===== src/rtl/vec_irq_pkg.sv =====
package vec_irq_pkg;
   // Each line occupies 2**LINE_SHIFT vector slots.
   localparam int LINE_SHIFT = 3;
   // Transmit vector sits this far above the line's receive vector.
   localparam int TX_OFS     = 4;
   // Largest supported line count.
   localparam int MAX_LINES  = 64;
endpackage


===== src/rtl/vec_irq_bank.sv =====
// One request bit per line. Priority order: inactive line, then set, then clear.
module vec_irq_bank #(
   parameter int N = 16
) (
   input  logic         clk,
   input  logic         rst_n,
   input  logic [N-1:0] set_i,
   input  logic [N-1:0] clr_i,
   input  logic [N-1:0] keep_i,
   output logic [N-1:0] q_o
);
   for (genvar g = 0; g < N; g++) begin : g_bit
      logic bit_q;
      always_ff @(posedge clk or negedge rst_n) begin
         if (!rst_n)          bit_q <= 1'b0;
         else if (!keep_i[g]) bit_q <= 1'b0;
         else if (set_i[g])   bit_q <= 1'b1;
         else if (clr_i[g])   bit_q <= 1'b0;
      end
      assign q_o[g] = bit_q;
   end
endmodule


===== src/rtl/vec_irq_pick.sv =====
// Lowest-index finder over a request vector.
module vec_irq_pick #(
   parameter int N     = 16,
   parameter int IDX_W = 4
) (
   input  logic [N-1:0]     req_i,
   output logic             any_o,
   output logic [IDX_W-1:0] idx_o
);
   assign any_o = |req_i;

   always_comb begin
      idx_o = '0;
      for (int i = N - 1; i >= 0; i--) begin
         if (req_i[i]) idx_o = IDX_W'(i);
      end
   end
endmodule


===== src/rtl/vec_irq_arbiter.sv =====
module vec_irq_arbiter
   import vec_irq_pkg::*;
#(
   parameter int NUM_LINES = 16,
   parameter int VEC_W     = 9,
   parameter int CNT_W     = $clog2(NUM_LINES + 1)
) (
   input  logic                 clk,
   input  logic                 rst_n,
   input  logic [CNT_W-1:0]     active_lines,
   input  logic [NUM_LINES-1:0] rx_set,
   input  logic [NUM_LINES-1:0] rx_clr,
   input  logic [NUM_LINES-1:0] ds_set,
   input  logic [NUM_LINES-1:0] ds_clr,
   input  logic [NUM_LINES-1:0] tx_set,
   input  logic [NUM_LINES-1:0] tx_clr,
   input  logic [NUM_LINES-1:0] line_rst,
   input  logic                 rx_ack,
   input  logic                 tx_ack,
   input  logic [VEC_W-1:0]     vec_base,
   output logic                 rx_irq,
   output logic                 tx_irq,
   output logic [VEC_W-1:0]     rx_vec,
   output logic [VEC_W-1:0]     tx_vec
);
   localparam int IDX_W = (NUM_LINES > 1) ? $clog2(NUM_LINES) : 1;

   if (NUM_LINES < 1 || NUM_LINES > MAX_LINES) begin : g_bad_lines
      $error("vec_irq_arbiter: NUM_LINES out of range");
   end
   if (VEC_W < IDX_W + LINE_SHIFT) begin : g_bad_vec
      $error("vec_irq_arbiter: VEC_W too narrow for line spacing");
   end
   if (CNT_W < $clog2(NUM_LINES + 1)) begin : g_bad_cnt
      $error("vec_irq_arbiter: CNT_W cannot hold the line count");
   end

   logic [NUM_LINES-1:0] act;
   for (genvar gi = 0; gi < NUM_LINES; gi++) begin : g_act
      assign act[gi] = (32'(active_lines) > gi);
   end

   logic [NUM_LINES-1:0] rx_q, ds_q, tx_q;
   logic [NUM_LINES-1:0] rx_pend, tx_pend;
   logic [NUM_LINES-1:0] rx_hit, tx_hit;
   logic                 rx_any, tx_any;
   logic [IDX_W-1:0]     rx_idx, tx_idx;

   // Mask in the same cycle so that lowering the count hides held bits at once.
   assign rx_pend = (rx_q | ds_q) & act;
   assign tx_pend = tx_q & act;

   vec_irq_pick #(.N(NUM_LINES), .IDX_W(IDX_W)) u_rx_pick (
      .req_i (rx_pend),
      .any_o (rx_any),
      .idx_o (rx_idx)
   );

   vec_irq_pick #(.N(NUM_LINES), .IDX_W(IDX_W)) u_tx_pick (
      .req_i (tx_pend),
      .any_o (tx_any),
      .idx_o (tx_idx)
   );

   assign rx_irq = rx_any;
   assign tx_irq = tx_any;

   // One-hot retire masks for the acknowledged line.
   assign rx_hit = (rx_ack && rx_any) ? (NUM_LINES'(1) << rx_idx) : '0;
   assign tx_hit = (tx_ack && tx_any) ? (NUM_LINES'(1) << tx_idx) : '0;

   assign rx_vec = (rx_ack && rx_any)
                 ? VEC_W'(vec_base + (VEC_W'(rx_idx) << LINE_SHIFT))
                 : '0;
   assign tx_vec = (tx_ack && tx_any)
                 ? VEC_W'(vec_base + (VEC_W'(tx_idx) << LINE_SHIFT) + VEC_W'(TX_OFS))
                 : '0;

   vec_irq_bank #(.N(NUM_LINES)) u_rx_bank (
      .clk    (clk),
      .rst_n  (rst_n),
      .set_i  (rx_set),
      .clr_i  (rx_clr | line_rst | rx_hit),
      .keep_i (act),
      .q_o    (rx_q)
   );

   vec_irq_bank #(.N(NUM_LINES)) u_ds_bank (
      .clk    (clk),
      .rst_n  (rst_n),
      .set_i  (ds_set),
      .clr_i  (ds_clr | line_rst | rx_hit),
      .keep_i (act),
      .q_o    (ds_q)
   );

   vec_irq_bank #(.N(NUM_LINES)) u_tx_bank (
      .clk    (clk),
      .rst_n  (rst_n),
      .set_i  (tx_set),
      .clr_i  (tx_clr | line_rst | tx_hit),
      .keep_i (act),
      .q_o    (tx_q)
   );
endmodule


===== config.mk =====
export PLATFORM = sky130hd
export DESIGN_NAME = vec_irq_arbiter
export DESIGN_NICKNAME = d
export VERILOG_FILES = /design/src/rtl/vec_irq_pkg.sv /design/src/rtl/vec_irq_bank.sv /design/src/rtl/vec_irq_pick.sv /design/src/rtl/vec_irq_arbiter.sv
export SDC_FILE = /design/constraint.sdc
export NUM_CORES = 1
export LEC_CHECK = 0
export BUFFER_PORTS_ARGS = -buffer_cell sky130_fd_sc_hd__buf_2
export CAP_MARGIN = 20
export CORE_MARGIN = 1.5
export CORE_UTILIZATION = 29
export DETAILED_ROUTE_END_ITERATION = 12
export PLACE_DENSITY_LB_ADDON = 0.1
export SLEW_MARGIN = 15
export SYNTH_ARGS = -nofsm -noshare
export SYNTH_HDL_FRONTEND = slang
export SYNTH_SLANG_ARGS = --single-unit
export TNS_END_PERCENT = 100

===== constraint.sdc =====
create_clock -name clk -period 3.5 [get_ports clk]
set_input_delay 0.175 -clock clk [delete_from_list [all_inputs] [get_ports clk]]
set_output_delay 0.175 -clock clk [all_outputs]
set_load 0.01 [all_outputs]

==> results.md <==
Timing:
- Setup violations remaining at the end of the flow were counted as 0.
- The worst slew margin relative to its limit is a little under 50%.
- The final hold slack is -0.0194 ns.
- The final worst-path setup slack is approximately 0.1 ns.
- The number of slew-limit violations in the final report came to 0.
- The actual transition at the worst max-transition pin is approximately 0.76 ns.
- The achievable frequency is 294 MHz.
- The worst path uses a little over nine tenths of the clock period.
- The routed design could run at a clock period as short as 3.40 ns.
- Setup repair after global routing could not meet its margin everywhere.
- Across the routed clock network, the largest skew measured is 0.00667 ns.
- The total count of hold-check failures in the final report is 32.

Synth:
- The cell area that synthesis handed to floorplanning was around 0.0041 mm2.
- dfrtp_1 takes more of the synthesized area than any other cell.
- The synthesized design contains 0 enable-type register cells.
- The share of Yosys cell area claimed by the top area cell type is between 20% and 30%.
- The total nets after synthesis is approximately 650.
- The netlist uses 74 different library cells.
- Yosys attributes the largest share of cell area to dfrtp_1 30%, nor2_1 6.9%, nand2_1 5.1%.
- The fraction of the mapped netlist area in compound gates is 32.4%.
- The flip-flop cell with the highest count after synthesis is dfrtp_1.
- Of the total synthesized cell area, the portion taken by AND, OR, NAND and NOR gates is around 29%.
- The share of cell area taken by muxes after synthesis is less than 1%.
- The Yosys step of the flow raised 0 warnings.
- The largest family of logic cells by synthesized area is compound AO/OA/AOI/OAI gates.
- The part of the Yosys area used for sequential elements is between 20% and 30%.
- Averaged over all synthesized cells, the footprint is about 8.0 um2.
- The count of state elements after synthesis is 48.
- The synthesized netlist devotes under 10% of its cell area to XOR and XNOR gates.
- Synthesis produced a netlist whose cell count is about 500.
- Counting flops with an async set or reset pin after synthesis yields a share of 100%.
- The area share of fa/ha/maj cells after synthesis is ~3%.

Power:
- The analysis attributes to cell leakage a power of 2.48 nW.
- The net load switching power is roughly 0.00059 W.
- The total power density per cell area is about 320 mW/mm2.
- Of the total power, combinational logic draws about 34%.
- In this run switching power makes up roughly 34% of total power.
- VDD sags by at most ~160 uV.
- Cell internal power was estimated by the tool at roughly 0.0012 W.
- The proportion of power drawn by the clock network is between 20% and 30%.
- The proportion of power drawn by flip-flops and latches is 37.4%.

Worst setup path:
- The worst path buffer plus inverter count is 1.
- STA classifies the critical path startpoint as a flip-flop.
- The setup path with the least slack is of type flip-flop to primary output.
- The endpoint required time on the critical path is about 3.3 ns.
- Traced cell by cell, the critical path runs through or2_4 -> a21boi_4 -> o31ai_4 -> o21ai_2 -> a221oi_2 -> o21ai_1 -> and2_1 -> ha_2 -> fa_2 -> a31oi_2 -> a21oi_2 -> nor3b_2 -> buf_2.
- The highest-delay cell along the critical path is fa_2.
- On the worst path, the slowest cell contributes a delay of around 0.40 ns.
- In this design, the largest share of critical-path delay is due to compound AO/OA/AOI/OAI gates.
- The worst setup path is captured at a primary output.
- The largest fanout on the critical path is 3.
- Data arrives at the worst endpoint at ~3.2 ns.

Placed design:
- Before CTS, the worst setup slack after placement is -0.0174 ns.
- The count of placed standard cells including taps is 852.
- Routability-driven placement finished with a final weighted congestion of between 0.8 and 0.9.
- The placed wire-length estimate after detailed placement is between 10000 and 15000 um.
- The count of buffers from port buffering is 149.

Clocking:
- The clock sink total is 48.
- For the worst-skew pair, the clock arrives at the later sink with an insertion delay of approximately 0.3 ns.
- The TritonCTS clock tree is yes.
- The clock tree buffer depth is 2.
- Clock-pin slew was measured on the worst setup and hold paths at 0.06 ns.
- Buffers inserted during clock tree synthesis total 5.
- The root buffer cell is clkbuf_16.
- CTS built an H-tree with a depth of 2.

Drt:
- The via density per instance is 5.29.
- The remaining antenna violation count after routing is 0.
- The first-iteration detailed-routing DRC count is between 200 and 250.
- The number of iterations in the first detailed-routing pass is 4.
- The routed wire length is about 15000 um.
- For this run, design rule violations remaining after detail routing come to 0.
- For this block, the via count after detailed routing is between 4000 and 5000.
- In the final routed layout, each cell accounts on average for ~17 um.

Floorplan:
- The floorplan die area is 0.0148 mm2.
- The die extent in y is approximately 120 um.
- The initialized floorplan defines 43 standard-cell rows.
- During I/O placement, the number of pins put on the boundary was 150.
- The initial core utilization is about 30%.
- The region available for standard cell placement spans 0.0138 mm2.
- In this run the horizontal extent of the chip is approximately 120 um.

Run status:
- The checks that failed: negative hold slack.
- The run finished, with violations left.

Global routing:
- Global routing used between 20% and 30% of the available tracks across all layers.
- The number of global-route vias before repair is about 4600.
- The first global-routing pass estimated about 24000 um of wire.
- The total overflow reported by the global router is 0.
- The largest net degree at the start of global routing is 49.
- The initial antenna violation count is 0.

Cells and area:
- Summing all multi-input logic gate instances after layout gives between 0.002 and 0.003 mm2.
- The count of cells in the finished layout, fillers not included, comes to ~870.
- The utilization of the core after routing is between 30% and 40%.
- In the final layout, the share of cells above drive strength 1 is between 30% and 40%.
- The sequential cells in the finished layout cover a total of ~0.0012 mm2.
- The net count of the finished layout is roughly 820.
- The number of fillers in the final layout is 1493.
- From synthesis to final layout, the design area changed by 35.0%.
- The count of antenna diodes in the layout is 0.

Hold path:
- The classification of the worst-slack hold path is input pin to asynchronous set/reset pin.

Job:
- The number of maximum-capacitance violations is 0.
==> Yosys cell counts, drive strengths merged (5+ instances only) <==
library cell  count
buf              15
nand2b           20
o21a              9
nor2             76
nand3            25
o21ai            25
nand4            13
inv              16
a211oi            5
and2              8
nand2            55
o2111ai           5
dfrtp            48
ha                5
or2               7
o211ai           25
a22oi             5
a31oi            14
nor3              5
a21oi            31
and3              7
o22ai             9
nor3b             6
xnor2             6
a21o              9
==> flip-flops by register name, indices dropped and copies added, names as in the netlist <==
register	cells
u_rx_bank.g_bit.bit_q	16
u_tx_bank.g_bit.bit_q	16
u_ds_bank.g_bit.bit_q	16
==> placed cells by master (no fill, tap or decap), types with 8 or more instances in the layout <==
| master | n |
|---|---|
| a21o_1 | 9 |
| a21oi_1 | 26 |
| a31oi_1 | 12 |
| and2_1 | 8 |
| buf_2 | 149 |
| buf_4 | 35 |
| dfrtp_1 | 48 |
| inv_1 | 16 |
| nand2_1 | 55 |
| nand2b_1 | 20 |
| nand3_1 | 24 |
| nand4_1 | 13 |
| nor2_1 | 73 |
| o211ai_1 | 25 |
| o21a_1 | 9 |
| o21ai_0 | 13 |
| o21ai_1 | 10 |
==> metrics by stage <==
step                      TNS (ns)  cell area (um2)  power [W]
after detailed placement   -0.0329             5140    0.00120
after CTS                        0             5440    0.00174
final                            0             5500    0.00174
after global placement           0             5140    0.00119
after floorplan                  0             4070   0.000961
after global routing       -0.0486             5500    0.00185
==> area by class of cell <==
type | instances | share of cell area [%]
inverters | 16 | 1.09
multi-input cells | 429 | 51.8
repair buffers | 185 | 18.5
well taps | 180 | 4.10
clock buffers | 8 | 2.66
flip-flops and latches | 48 | 21.8
==> power by group through the flow <==
stage / combinational (W) / sequential (W) / clock, W
4_1_cts: 0.000583 / 0.000650 / 0.000508
5_1_grt: 0.000656 / 0.000655 / 0.000539
3_5_place_dp: 0.000544 / 0.000658 / 0
6_report: 0.000592 / 0.000650 / 0.000495
3_3_place_gp: 0.000538 / 0.000657 / 0
2_1_floorplan: 0.000320 / 0.000642 / 0
==> worst paths after layout <==
path	startpoint	end	slack, ns	depth (start not counted)
min	rst_n	u_rx_bank.g_bit[11].bit_q$_DFFE_PN0P_	-0.02	2
min reg2reg	u_ds_bank.g_bit[8].bit_q$_DFFE_PN0P_	u_ds_bank.g_bit[8].bit_q$_DFFE_PN0P_	0.51	2
max in group asynchronous	rst_n	u_tx_bank.g_bit[1].bit_q$_DFFE_PN0P_	3.09	2
min in group clk	rx_set[4]	u_rx_bank.g_bit[4].bit_q$_DFFE_PN0P_	0.07	3
max	u_ds_bank.g_bit[9].bit_q$_DFFE_PN0P_	rx_vec[7]	0.1	13
max reg2reg	u_tx_bank.g_bit[8].bit_q$_DFFE_PN0P_	u_tx_bank.g_bit[3].bit_q$_DFFE_PN0P_	0.75	7
==> cell families after synthesis <==
| group | after synthesis |
|---|---|
| AND/OR/NAND/NOR | 236 |
| adder cells (fa/ha/maj) | 9 |
| buffers and inverters | 34 |
| flip-flops | 48 |
| XOR/XNOR | 6 |
| multiplexers | 2 |
| AO/OA/AOI/OAI | 176 |
==> routing by layer <==
metal	part of all wire, %	vias to the layer above	global-route usage, %
li1	-	2258	-
met1	44	2151	26.9
met2	48	147	35.2
met3	5.8	24	3.71
met4	2.3	0	6.25
met5	0	-	0
==> worst register-to-register path, stage by stage (launching register included) <==
cell and delay, ns:
dfrtp_1 0.45, a211o_1 0.31, a21oi_1 0.14, o211ai_1 0.25
o21ai_0 0.44, nand4_1 0.51, o211a_1 0.39, o21a_1 0.16
==> timing repair <==
action,4_1_cts,5_1_grt
pin swaps,19,9
setup endpoints to repair,8,5
hold endpoints to repair,0,0
hold buffers,0,0
setup buffers,6,0
cloned,0,0
gates resized for setup,26,12
(Power assumes the default switching activity.)
